### config.mk
export PLATFORM = sky130hd
export DESIGN_NAME = rtc_alarm_timer
export DESIGN_NICKNAME = d
export VERILOG_FILES = /design/src/rtl/rtc_alarm_pkg.sv /design/src/rtl/rtc_alarm_datapath.sv /design/src/rtl/rtc_alarm_ctrl.sv /design/src/rtl/rtc_alarm_timer.sv
export SDC_FILE = /design/constraint.sdc
export NUM_CORES = 1
export LEC_CHECK = 0
export BUFFER_PORTS_ARGS = -buffer_cell sky130_fd_sc_hd__buf_2
export CAP_MARGIN = 20
export CORE_MARGIN = 10
export CORE_UTILIZATION = 45
export CTS_CLUSTER_DIAMETER = 40
export DETAILED_ROUTE_END_ITERATION = 6
export PLACE_DENSITY = 0.76
export SETUP_SLACK_MARGIN = 0.4
export SYNTH_ARGS = -nofsm -noshare
export SYNTH_HDL_FRONTEND = slang
export SYNTH_HIERARCHICAL = 1
export SYNTH_SLANG_ARGS = --single-unit
### constraint.sdc
create_clock -name clk -period 2.3 [get_ports clk]
set_input_delay 0.23 -clock clk [delete_from_list [all_inputs] [get_ports clk]]
set_output_delay 0.23 -clock clk [all_outputs]
set_load 0.05 [all_outputs]
### src/rtl/rtc_alarm_pkg.sv
package rtc_alarm_pkg;
  typedef struct packed {
    logic cntLoad;
    logic cntClear;
    logic cntIncr;
    logic cmpWrite;
  } rtcStrobes_t;
endpackage

### src/rtl/rtc_alarm_datapath.sv
module rtc_alarm_datapath
  import rtc_alarm_pkg::*;
#(
  parameter int WIDTH = 32
) (
  input  logic             clk,
  input  logic             rstN,
  input  rtcStrobes_t      strobes,
  input  logic [WIDTH-1:0] loadData,
  input  logic [WIDTH-1:0] cmpData,
  output logic [WIDTH-1:0] count,
  output logic [WIDTH-1:0] cmpValue,
  output logic             atMatch,
  output logic             atMax
);
  localparam logic [WIDTH-1:0] ONE = WIDTH'(1);

  always_ff @(posedge clk or negedge rstN) begin
    if (!rstN) begin
      count <= '0;
    end else if (strobes.cntLoad) begin
      count <= loadData;
    end else if (strobes.cntClear) begin
      count <= '0;
    end else if (strobes.cntIncr) begin
      count <= count + ONE;
    end
  end

  always_ff @(posedge clk or negedge rstN) begin
    if (!rstN) begin
      cmpValue <= '0;
    end else if (strobes.cmpWrite) begin
      cmpValue <= cmpData;
    end
  end

  assign atMatch = (count == cmpValue);
  assign atMax   = &count;

  AST_LOAD_WINS: assert property (@(posedge clk) disable iff (!rstN)
    strobes.cntLoad |=> count == $past(loadData));
  AST_STEP_ONE: assert property (@(posedge clk) disable iff (!rstN)
    (strobes.cntIncr && !strobes.cntLoad) |=> count == WIDTH'($past(count) + ONE));
  AST_AUTO_ZERO: assert property (@(posedge clk) disable iff (!rstN)
    (strobes.cntClear && !strobes.cntLoad) |=> count == '0);
  AST_CMP_HOLD: assert property (@(posedge clk) disable iff (!rstN)
    !strobes.cmpWrite |=> $stable(cmpValue));
endmodule

### src/rtl/rtc_alarm_ctrl.sv
module rtc_alarm_ctrl
  import rtc_alarm_pkg::*;
(
  input  logic        clk,
  input  logic        rstN,
  input  logic        tick,
  input  logic        cfgWrite,
  input  logic        cfgRunEn,
  input  logic        cfgAlarmEn,
  input  logic        cfgAutoReset,
  input  logic        cmpWrite,
  input  logic        cntLoad,
  input  logic        irqClear,
  input  logic        atMatch,
  input  logic        atMax,
  output rtcStrobes_t strobes,
  output logic        alarmEvent,
  output logic        irqPending,
  output logic        overflowPulse
);
  logic runEn;
  logic alarmEn;
  logic autoReset;
  logic advance;
  logic hit;
  logic disarm;
  logic wrap;

  always_comb begin
    advance = tick && runEn && !cntLoad;
    hit     = advance && alarmEn && atMatch;
    disarm  = cfgWrite && !cfgAlarmEn;
    wrap    = advance && !autoReset && atMax;

    strobes.cntLoad  = cntLoad;
    strobes.cntClear = hit && autoReset;
    strobes.cntIncr  = advance && !(hit && autoReset);
    strobes.cmpWrite = cmpWrite && !alarmEn;
  end

  always_ff @(posedge clk or negedge rstN) begin
    if (!rstN) begin
      runEn     <= 1'b0;
      alarmEn   <= 1'b0;
      autoReset <= 1'b0;
    end else if (cfgWrite) begin
      runEn     <= cfgRunEn;
      alarmEn   <= cfgAlarmEn;
      autoReset <= cfgAutoReset;
    end
  end

  always_ff @(posedge clk or negedge rstN) begin
    if (!rstN) begin
      alarmEvent <= 1'b0;
    end else if (disarm) begin
      alarmEvent <= 1'b0;
    end else if (hit) begin
      alarmEvent <= 1'b1;
    end else if (tick) begin
      alarmEvent <= 1'b0;
    end
  end

  always_ff @(posedge clk or negedge rstN) begin
    if (!rstN) begin
      irqPending <= 1'b0;
    end else if (hit) begin
      irqPending <= 1'b1;
    end else if (irqClear) begin
      irqPending <= 1'b0;
    end
  end

  always_ff @(posedge clk or negedge rstN) begin
    if (!rstN) begin
      overflowPulse <= 1'b0;
    end else begin
      overflowPulse <= wrap;
    end
  end

  AST_IRQ_FOLLOWS: assert property (@(posedge clk) disable iff (!rstN)
    $rose(alarmEvent) |-> irqPending);
  AST_EVENT_SHORT: assert property (@(posedge clk) disable iff (!rstN)
    (alarmEvent && tick && !hit) |=> !alarmEvent);
  AST_DISARM_CLEARS: assert property (@(posedge clk) disable iff (!rstN)
    disarm |=> !alarmEvent);
  AST_OVF_FREE_ONLY: assert property (@(posedge clk) disable iff (!rstN)
    overflowPulse |-> $past(!autoReset));
  AST_NO_ARMED_CMP: assert property (@(posedge clk) disable iff (!rstN)
    (alarmEn && cmpWrite) |-> !strobes.cmpWrite);
endmodule

### src/rtl/rtc_alarm_timer.sv
module rtc_alarm_timer
  import rtc_alarm_pkg::*;
#(
  parameter int WIDTH = 32
) (
  input  logic             clk,
  input  logic             rstN,
  input  logic             tick,
  input  logic             cfgWrite,
  input  logic             cfgRunEn,
  input  logic             cfgAlarmEn,
  input  logic             cfgAutoReset,
  input  logic             cmpWrite,
  input  logic [WIDTH-1:0] cmpData,
  input  logic             cntLoad,
  input  logic [WIDTH-1:0] loadData,
  input  logic             irqClear,
  output logic [WIDTH-1:0] count,
  output logic [WIDTH-1:0] cmpValue,
  output logic             alarmEvent,
  output logic             irqPending,
  output logic             overflowPulse
);
  rtcStrobes_t strobes;
  logic        atMatch;
  logic        atMax;

  rtc_alarm_ctrl u_ctrl (
    .clk          (clk),
    .rstN         (rstN),
    .tick         (tick),
    .cfgWrite     (cfgWrite),
    .cfgRunEn     (cfgRunEn),
    .cfgAlarmEn   (cfgAlarmEn),
    .cfgAutoReset (cfgAutoReset),
    .cmpWrite     (cmpWrite),
    .cntLoad      (cntLoad),
    .irqClear     (irqClear),
    .atMatch      (atMatch),
    .atMax        (atMax),
    .strobes      (strobes),
    .alarmEvent   (alarmEvent),
    .irqPending   (irqPending),
    .overflowPulse(overflowPulse)
  );

  rtc_alarm_datapath #(.WIDTH(WIDTH)) u_dp (
    .clk     (clk),
    .rstN    (rstN),
    .strobes (strobes),
    .loadData(loadData),
    .cmpData (cmpData),
    .count   (count),
    .cmpValue(cmpValue),
    .atMatch (atMatch),
    .atMax   (atMax)
  );
endmodule

# Word-level counts from Yosys, hierarchy flattened
# Index checks and enable logic that the tools add are counted.
word_totals:
  register_bits: 70
  in_bits: 74
  word_cells: 37
op_classes:
  addsub: 1
  reduce_logical: 19
  n_eq_ne: 1
  muxes: 8
ops:
  columns: ["op", "n"]
  rows:
  - ["32-bit two-way mux", 3]
  - ["32-bit by 1-bit adder with 32-bit output, second input constant", 1]
  - ["32-bit equality test", 1]
  - ["32-bit AND reduction", 1]
  - ["1-bit logical AND", 10]
  - ["3-bit nonzero test", 2]
  - ["1-bit zero test", 5]
  - ["1-bit two-way mux", 5]
  - ["2-bit nonzero test", 1]

# Depth between registers and ports, before layout
# Gate-level depths: netlist of run 1.
logic_depth:
  ltp_word: 10
  ltp_mapped: 13
  depth_no_buf: 12

# Modules after synthesis
# Netlist of run 1, hierarchy kept.
modules_own_cells:
  columns: ["module", "cells_per_inst", "area_each_um2", "seq_area_each_um2", "n_inst"]
  rows:
  - ["rtc_alarm_datapath", 340, 3455.8, 1601.5, 1]
  - ["rtc_alarm_ctrl", 24, 279.0, 150.1, 1]

# Worst setup path after synthesis of run 1
# No wires, ideal clock.
synth_path:
  path_kind: "flip-flop to flip-flop"
  startpoint: "register u_dp.count[8]"
  endpoint: "register u_dp.count[17]"
  stages_incl_launch_ff: 14
  t_arrival_ns: 2.604
  n_path_buf: 2
  setup_slack_ns: -0.370
  synth_period_minus_slack_ns: 2.670
  setup_ns: 0.067
  cell_sequence: "dfrtp_1 buf_2 xor2_1 nor4_1 nand4_1 nor2_1 nand2_1 or2_4 nor2_1 or3_1 clkbuf_1 nand3_1 o21ai_0 a22o_1"
synth_rtl:
  columns: ["element", "line", "text"]
  rows:
  - ["start: declaration", "rtc_alarm_datapath.sv:11", "output logic [WIDTH-1:0] count,"]
  - ["start signal: assignment", "rtc_alarm_datapath.sv:22", "count <= loadData;"]
  - ["start signal: assignment", "rtc_alarm_datapath.sv:26", "count <= count + ONE;"]

==> results of run 1 <==
==> metrics by stage <==
step | cells | area, um2 | setup TNS [ns]
CTS | 676 | 5460 | -0.987
finish | 685 | 5800 | -3.45
global placement | 653 | 5060 | -1.97
detailed placement | 653 | 5060 | -2.21
global route | 685 | 5800 | -5.31
floorplan | 364 | 3870 | 0
==> sequential cells by signal, summed over array words and instances, names as in the netlist <==
signal	flops
u_dp/cmpValue	32
u_ctrl/alarmEvent	1
u_ctrl/autoReset	1
u_ctrl/runEn	1
u_dp/count	32
u_ctrl/alarmEn	1
u_ctrl/overflowPulse	1
u_ctrl/irqPending	1
==> area by class of cell <==
class                           count  area (um2)  area share, %
Inverter                            5        18.8          0.324
Tap cell                          105         131           2.27
Clock buffer                        9         124           2.14
Timing Repair Buffer              219        1370           23.7
Clock inverter                      7         104           1.79
Sequential cell                    70        1820           31.5
Multi-Input combinational cell    270        2220           38.3
==> routing by layer <==
metal / vias up / routed length (um) / share of wire, %
li1: 1707 / - / -
met1: 1832 / 5840 / 41
met2: 176 / 6960 / 49
met3: 28 / 1180 / 8.2
met4: 0 / 310 / 2.2
met5: - / 0 / 0
==> worst register-to-register path, cell delays in order (launching register included) <==
cell and delay, ns:
dfrtp_2 0.44, xor2_2 0.18, nor4_2 0.36, nand4_1 0.15, nor2_2 0.17, buf_4 0.14
a31oi_4 0.10, buf_6 0.16, and3_4 0.16, nand3_4 0.12, buf_6 0.12, nor2_1 0.04
xnor2_1 0.13, o21ai_1 0.14
==> cells by family (layout without fill, tap and decap cells) <==
| group | after synthesis | after routing |
|---|---|---|
| buffers and inverters | 24 | 240 |
| adders and majority gates | 1 | 1 |
| xor gates and xnor gates | 52 | 52 |
| and+or+nand+nor | 124 | 124 |
| AOI/OAI and AO/OA | 58 | 58 |
| muxes | 35 | 35 |
| DFF | 70 | 70 |
==> how the worst min path moves through the flow <==
stage,from,end,depth (start not counted)
5_1_grt,irqClear,u_ctrl/irqPending$_DFFE_PN0P_,2
4_1_cts,irqClear,u_ctrl/irqPending$_DFFE_PN0P_,2
3_3_place_gp,rstN,u_dp/cmpValue[11]$_DFFE_PN0P_,1
3_5_place_dp,rstN,u_dp/cmpValue[11]$_DFFE_PN0P_,1
2_1_floorplan,rstN,u_ctrl/alarmEn$_DFFE_PN0P_,0
6_report,irqClear,u_ctrl/irqPending$_DFFE_PN0P_,2
==> power by group through the flow <==
| stage | Combinational, uW | Clock [uW] | Sequential [uW] |
|---|---|---|---|
| after global routing | 1730 | 1250 | 1620 |
| after CTS | 1570 | 1180 | 1580 |
| after global placement | 1530 | 0 | 1590 |
| final | 1650 | 1160 | 1600 |
| after detailed placement | 1540 | 0 | 1600 |
| after floorplan | 376 | 0 | 2190 |
==> layout by cell type (no fill, tap or decap), types with 3 or more instances in the layout <==
master / synthesis / layout
nor4_2: 0 / 5
and3_1: 6 / 5
buf_2: 6 / 140
xnor2_1: 10 / 10
inv_6: 0 / 3
buf_4: 1 / 66
nor2_1: 13 / 7
dfrtp_1: 70 / 12
nand4_1: 12 / 12
xor2_2: 0 / 10
a22o_1: 3 / 3
a21oi_1: 9 / 4
mux2_2: 34 / 34
clkbuf_8: 0 / 9
o21ai_1: 2 / 14
o21ai_0: 32 / 9
nor4_1: 9 / 4
dfrtp_2: 0 / 58
nand3_1: 12 / 10
inv_1: 5 / 5
xor2_1: 42 / 32
a21oi_2: 1 / 6
o21ai_2: 0 / 11
nand2_1: 44 / 43
and4_1: 4 / 3
nor2_2: 0 / 5
buf_6: 0 / 8
==> timing repair <==
| item | CTS | global route |
|---|---|---|
| resized for setup | 28 | 65 |
| setup endpoints to repair | 34 | 35 |
| hold buffers | 1 | 0 |
| gates cloned | 0 | 1 |
| pin swaps | 17 | 29 |
| buffers inserted | 6 | 8 |
| hold endpoints to repair | 22 | 0 |
==> out/metrics.csv, run 1 <==
stage;metric;value;unit
grt;global routing's busiest layer;met2;
final_layout;NumNets Final;650;
setup_path;critical path startpoint;u_dp/count[17]$_DFFE_PN0P_;
yosys;Yosys reg bits;70;
run_status;status;complete, but fails checks;
job;max-cap check violation count;0;
timing;skew final;0.0140;ns
die;core area;0.00813;mm2
yosys;Compound-Gate Fraction of Synth Area;9.01;%
setup_path;reg2reg end;u_dp/count[11]$_DFFE_PN0P_;
cts;H-tree lvl count;3;
final_layout;fin util;71.3;%
yosys;library cells used by synthesis;45;
timing;final hold slack;0.0324;ns
timing;post-layout minimum cycle time;2.50;ns
die;Die H;111;um
setup_path;Data required, critical path;2.57;ns
grt;GR Overflow Total;0;
place;GPL Wtd Cong;0.947;
yosys;Synthesized Nets;439;
yosys;post-synthesis sequential area ratio;46.9;%
yosys;Synth Instances;364;
cts;Num CTS Buffers;9;
setup_path;crit-path most repeated cell;buf_6;
place;pre-CTS WS;-0.209;ns
place;HPWL Detailed;10800;um
pwr;internal power;2620;uW
drt;DR WL/cell;20.9;um
grt;met2 Track Usage GR;35.1;%
pwr;Clk pwr share;26.3;%
die;starting density of the core;45.9;%
setup_path;Buf+Inv Stages, Crit Path;3;
pwr;Sequential Power Share;36.3;%
pwr;PwrDens;762;mW/mm2
yosys;Post-synth top cells;70 x dfrtp_1, 44 x nand2_1, 42 x xor2_1, 34 x mux2_2, 32 x o21ai_0;
die;IO Pins;141;
yosys;yosys warns;6;
yosys;largest family of logic cells by synthesized area;simple AND/OR/NAND/NOR gates;
yosys;top post-synthesis cells by area;dfrtp_1 47%, mux2_2 10%, xor2_1 9.8%;
cts;TritonCTS clock tree;done;
yosys;ys flop type;dfrtp_1;
setup_path;Crit path max-delay family;simple AND/OR/NAND/NOR gates;
cts;Clk pin slew, worst setup/hold paths;0.09;ns
setup_path;r2r startpoint;u_dp/count[17]$_DFFE_PN0P_;
pwr;peak supply drop;0.000603;V
timing;Worst Max-Slew Pin Slew;0.625;ns
drt;Pre-antenna DRT Iters;5;
drt;antenna viol nets, final;0;
setup_path;worst setup path end;u_dp/count[11]$_DFFE_PN0P_;
timing;endpoints failing setup;32;
timing;Hold Vio Cnt, Final;0;
final_layout;Layout fillers;600;
grt;largest net degree at the start of global routing;49;
setup_path;worst path cell trace;xor2_2, nor4_2, nand4_1, nor2_2, buf_4, a31oi_4, buf_6, and3_4, nand3_4, buf_6, nor2_1, xnor2_1, o21ai_1;
setup_path;Critical-path top delay cell;dfrtp_2;
yosys;Synth area leader;dfrtp_1;
grt;initial antenna violation count;0;
final_layout;Syn-to-layout area delta;55.2;%
timing;Final Worst Setup Slack;-0.198;ns
place;Port Buf Inserts;140;
cts;clock tree buffer depth;2;
drt;DRC viols;0;
yosys;Mapped Area;0.00373;mm2
timing;Slew HR;58.3;%
pwr;static leakage;0.00263;uW
setup_path;Worst setup EP type;flop;
grt;GRT Util Overall;21.6;%
timing;fmax;0.400;GHz
cts;root buf cell;clkbuf_8;
pwr;Final Power;4410;uW
die;die span in x;111;um
setup_path;Max FO, Critical Path;5;
yosys;area share of and/or/nand/nor cells after synthesis;18.3;%
grt;met3 Use GR;6.49;%
setup_path;flop2flop setup slack;-0.20;ns
setup_path;startpoint types;flop;
timing;RSZ-0062 raised after global routing;yes;
setup_path;Setup Crit Path Kind;reg2reg;
yosys;mux cell area share after synthesis;10.5;%
timing;Max Slew Vio Count;0;
final_layout;fraction of layout cells with a size suffix above 1;67.8;%
run_status;failing checks;setup timing;
yosys;most common cell in the netlist;dfrtp_1;
worst_hold_path;hold crit path type;in2reg;
pwr;Psw;1790;uW
drt;DR vias/cell;5.46;
timing;Tcrit/Tclk final;109;%
yosys;Post-Synth XOR/XNOR Area;12.2;%
die;DIE AREA;0.0123;mm2
drt;Vias;3743;
pwr;combinational fraction of design power;37.4;%
cts;worst skew pair latency;0.36;ns
grt;number of global-route vias before repair;3895;
setup_path;CP arrival;2.77;ns
setup_path;CP Depth;13;
grt;first-pass GRT wire length;21500;um
setup_path;FF-to-FF path depth;13;
die;site row count;33;
cts;Clock Sinks;70;
pwr;Net Sw Frac;40.6;%
setup_path;crit-path max cell delay;0.44;ns
grt;M1 GR Usage;27.3;%
final_layout;Antenna Cells;0;
yosys;post-synth top area share;46.9;%
yosys;Post-synth EDFFs;0;
drt;DRT iter0 DRCs;223;
drt;Routed WL;14300;um
yosys;FFs w/ async S/R, synth;100;%
yosys;synthesized area per cell;10.3;um2
yosys;Adder-Cell Fraction of Synth Area;0.335;%
No activity file was read; power rests on OpenSTA's default activity.
==> inputs of run 2 (changes only) <==
==> constraint.sdc (replaced) <==
create_clock -name clk -period 2.3 [get_ports clk]
set_input_delay 0.115 -clock clk [delete_from_list [all_inputs] [get_ports clk]]
set_output_delay 0.115 -clock clk [all_outputs]
set_load 0.05 [all_outputs]
==> run 2 against run 1 <==
Net effect: the flow finishes with violations (hold timing, setup timing); combinational power rose by 5%; sequential power barely moved; via count rose by 5.6%; core utilization rose by 3.5 points; worst hold slack got worse by 0.034 ns; register-to-register slack barely moved; sequential cell count did not move; first-iteration DRC count rose by 64%; cell count rose by 3.8%; cell area rose by 4.9%; clock power barely moved; setup slack got worse by 0.0042 ns; largest cell class unchanged.
==> out/metrics.csv, run 2 (same netlist as run 1, synthesis figures left out) <==
stage;metric;value;unit;change
setup_path;reg2reg end;u_dp/count[10]$_DFFE_PN0P_;;
cts;worst skew pair latency;0.34;ns;-0.02 ns
cts;clock tree buffer depth;2;;unchanged
timing;endpoints failing setup;32;;unchanged
grt;GR Overflow Total;0;;unchanged
timing;Hold Vio Cnt, Final;1;;+1
grt;GRT Util Overall;23.0;%;+1.5 points
final_layout;Top Registers;u_dp/cmpValue: 32 flops, u_dp/count: 32 flops;;
timing;skew final;0.0123;ns;-0.00173 ns
setup_path;CP arrival;2.77;ns;about the same
timing;Max Slew Vio Count;0;;unchanged
job;max-cap check violation count;0;;unchanged
drt;antenna viol nets, final;0;;unchanged
drt;Routed WL;15300;um;+7.1%
grt;largest net degree at the start of global routing;71;;+45%
grt;initial antenna violation count;1;;+1
setup_path;Setup Crit Path Kind;reg2reg;;
place;Port Buf Inserts;140;;unchanged
worst_hold_path;Hold Crit Depth;2;;unchanged
grt;first-pass GRT wire length;23000;um;+6.9%
die;IO Pins;141;;unchanged
final_layout;NumNets Final;675;;+3.8%
worst_hold_path;hold worst-path end;u_dp/cmpValue[30]$_DFFE_PN0P_;;
drt;Pre-antenna DRT Iters;5;;unchanged
place;HPWL Detailed;10900;um;+0.83%
pwr;Sequential Power Share;35.9;%;-0.4 points
drt;DR vias/cell;5.56;;+1.8%
setup_path;startpoint types;flop;;
cts;Clock Sinks;70;;unchanged
setup_path;FF-to-FF path depth;12;;-1
pwr;Net Sw Frac;40.2;%;-0.45 points
drt;Vias;3954;;+5.6%
timing;fmax;0.400;GHz;-0.17%
timing;Final Worst Setup Slack;-0.202;ns;-0.00416 ns
pwr;PwrDens;736;mW/mm2;-3.4%
final_layout;Final Cell Area;0.00608;mm2;+4.9%
worst_hold_path;hold crit path type;in2reg;;
final_layout;fraction of layout cells with a size suffix above 1;63.5;%;-4.3 points
final_layout;most frequent cells in the layout;140 x buf_2, 59 x buf_4, 59 x dfrtp_2;;
setup_path;critical path startpoint;u_dp/count[4]$_DFFE_PN0P_;;
timing;Worst Max-Slew Pin Slew;0.591;ns;-0.0341 ns
timing;RSZ-0062 raised after global routing;yes;;
drt;DRT iter0 DRCs;366;;+64%
pwr;Final Power;4470;uW;+1.3%
cts;Num CTS Buffers;9;;unchanged
place;DP Area;0.00505;mm2;-0.30%
pwr;internal power;2680;uW;+2.0%
final_layout;Layout fillers;541;;-9.8%
pwr;static leakage;0.00274;uW;+4.2%
place;GPL Wtd Cong;0.899;;-5.0%
pwr;Psw;1800;uW;+0.16%
die;Die H;111;um;unchanged
setup_path;flop2flop setup slack;-0.20;ns;about the same
setup_path;crit-path max cell delay;0.46;ns;+0.02 ns
die;site row count;33;;unchanged
drt;DR WL/cell;21.5;um;+3.2%
die;starting density of the core;45.9;%;unchanged
cts;root buf cell;clkbuf_8;;
pwr;peak supply drop;0.000595;V;-1.3%
drt;DRC viols;0;;unchanged
die;core area;0.00813;mm2;unchanged
final_layout;Syn-to-layout area delta;62.7;%;
run_status;failing checks;hold timing, setup timing;;
cts;TritonCTS clock tree;done;;
timing;post-layout minimum cycle time;2.50;ns;+0.00416 ns
cts;H-tree lvl count;3;;unchanged
setup_path;r2r startpoint;u_dp/count[4]$_DFFE_PN0P_;;
run_status;status;complete, but fails checks;;
die;die span in x;111;um;unchanged
setup_path;worst path cell trace;xor2_2, nor4_2, nand4_1, nor2_2, nand2_1, or2_4, nor2_4, or2_2, nor2_4, a21oi_1, nor2_1, a21oi_1;;
place;pre-CTS WS;-0.239;ns;-0.0297 ns
pwr;combinational fraction of design power;38.6;%;+1.2 points
grt;number of global-route vias before repair;4131;;+6.1%
die;DIE AREA;0.0123;mm2;unchanged
timing;Tcrit/Tclk final;109;%;+0.18 points
cts;Clk pin slew, worst setup/hold paths;0.09;ns;about the same
timing;final hold slack;-0.00125;ns;-0.0336 ns
setup_path;Data required, critical path;2.56;ns;about the same
setup_path;Max FO, Critical Path;4;;-1
timing;Slew HR;60.3;%;+2.0 points
setup_path;Worst setup EP type;flop;;
worst_hold_path;Hold Startpoint;cmpData[30];;
setup_path;Critical-path top delay cell;dfrtp_2;;
final_layout;most common cell after layout, fill and taps aside;buf_2;;
pwr;Clk pwr share;25.5;%;-0.8 points
## run 2: cell count changes in the layout (fill, tap and decap cells not counted), moves of 3 or more
cell | previous run | this run
o21ai_0 | 9 | 15
buf_4 | 66 | 59
nor2_2 | 5 | 2
o21ai_2 | 11 | 5
dlygate4sd3_1 | 1 | 32
inv_6 | 3 | 0
buf_6 | 8 | 11
## run 2: metrics by stage
stage	setup TNS [ns]	utilization (%)	std cells
after floorplan	0	-	364
after global placement	-1.91	62.1	651
after detailed placement	-1.76	62.1	651
after CTS	-0.433	71.4	707
after global routing	-5.94	74.7	711
final	-3.41	74.7	711
## run 2: worst max-delay path: cells and delay by family (launching register included)
family | cells | cell delay (ns)
compound gates | 2 | 0.28
xor+xnor | 1 | 0.16
flops | 1 | 0.46
simple gates | 9 | 1.52
## run 2: layer usage
metal	wire length, um	track usage [%]	vias up
met3	1310	5.95	42
met4	603	10.6	0
met2	7490	37.7	244
li1	-	-	1758
met5	0	0	-
met1	5890	27.7	1910
## run 2: what timing repair did
action | CTS | global route
setup endpoints to repair | 34 | 35
endpoints found under the hold margin | 101 | 0
resized for setup | 31 | 60
pin swaps | 18 | 33
hold buffers | 32 | 0
setup buffers | 8 | 3
## run 2: power groups by stage
stage | Sequential [uW] | Clock, uW | Combinational [uW]
after global routing | 1620 | 1210 | 1810
after floorplan | 2190 | 0 | 376
final | 1610 | 1140 | 1730
after CTS | 1590 | 1150 | 1650
after global placement | 1590 | 0 | 1530
after detailed placement | 1610 | 0 | 1550
## run 2: layout make-up
cell class,instances,area (um2),area share [%]
antenna,1,2.50,0.0412
clock buffer,11,141,2.33
clock inverter,5,82.6,1.36
inverter,5,18.8,0.309
multi-input combinational,270,2250,37.1
sequential,70,1830,30.0
tap,105,131,2.16
timing repair buffer,244,1620,26.7
## run 2: how the worst max path moves through the flow
stage	to	slack [ns]
final	u_dp/count[10]$_DFFE_PN0P_	-0.20
after global routing	u_dp/count[10]$_DFFE_PN0P_	-0.35
after CTS	u_dp/count[17]$_DFFE_PN0P_	-0.07
after detailed placement	u_dp/count[17]$_DFFE_PN0P_	-0.24
after global placement	u_dp/count[17]$_DFFE_PN0P_	-0.26
after floorplan	u_dp/count[17]$_DFFE_PN0P_	0.03
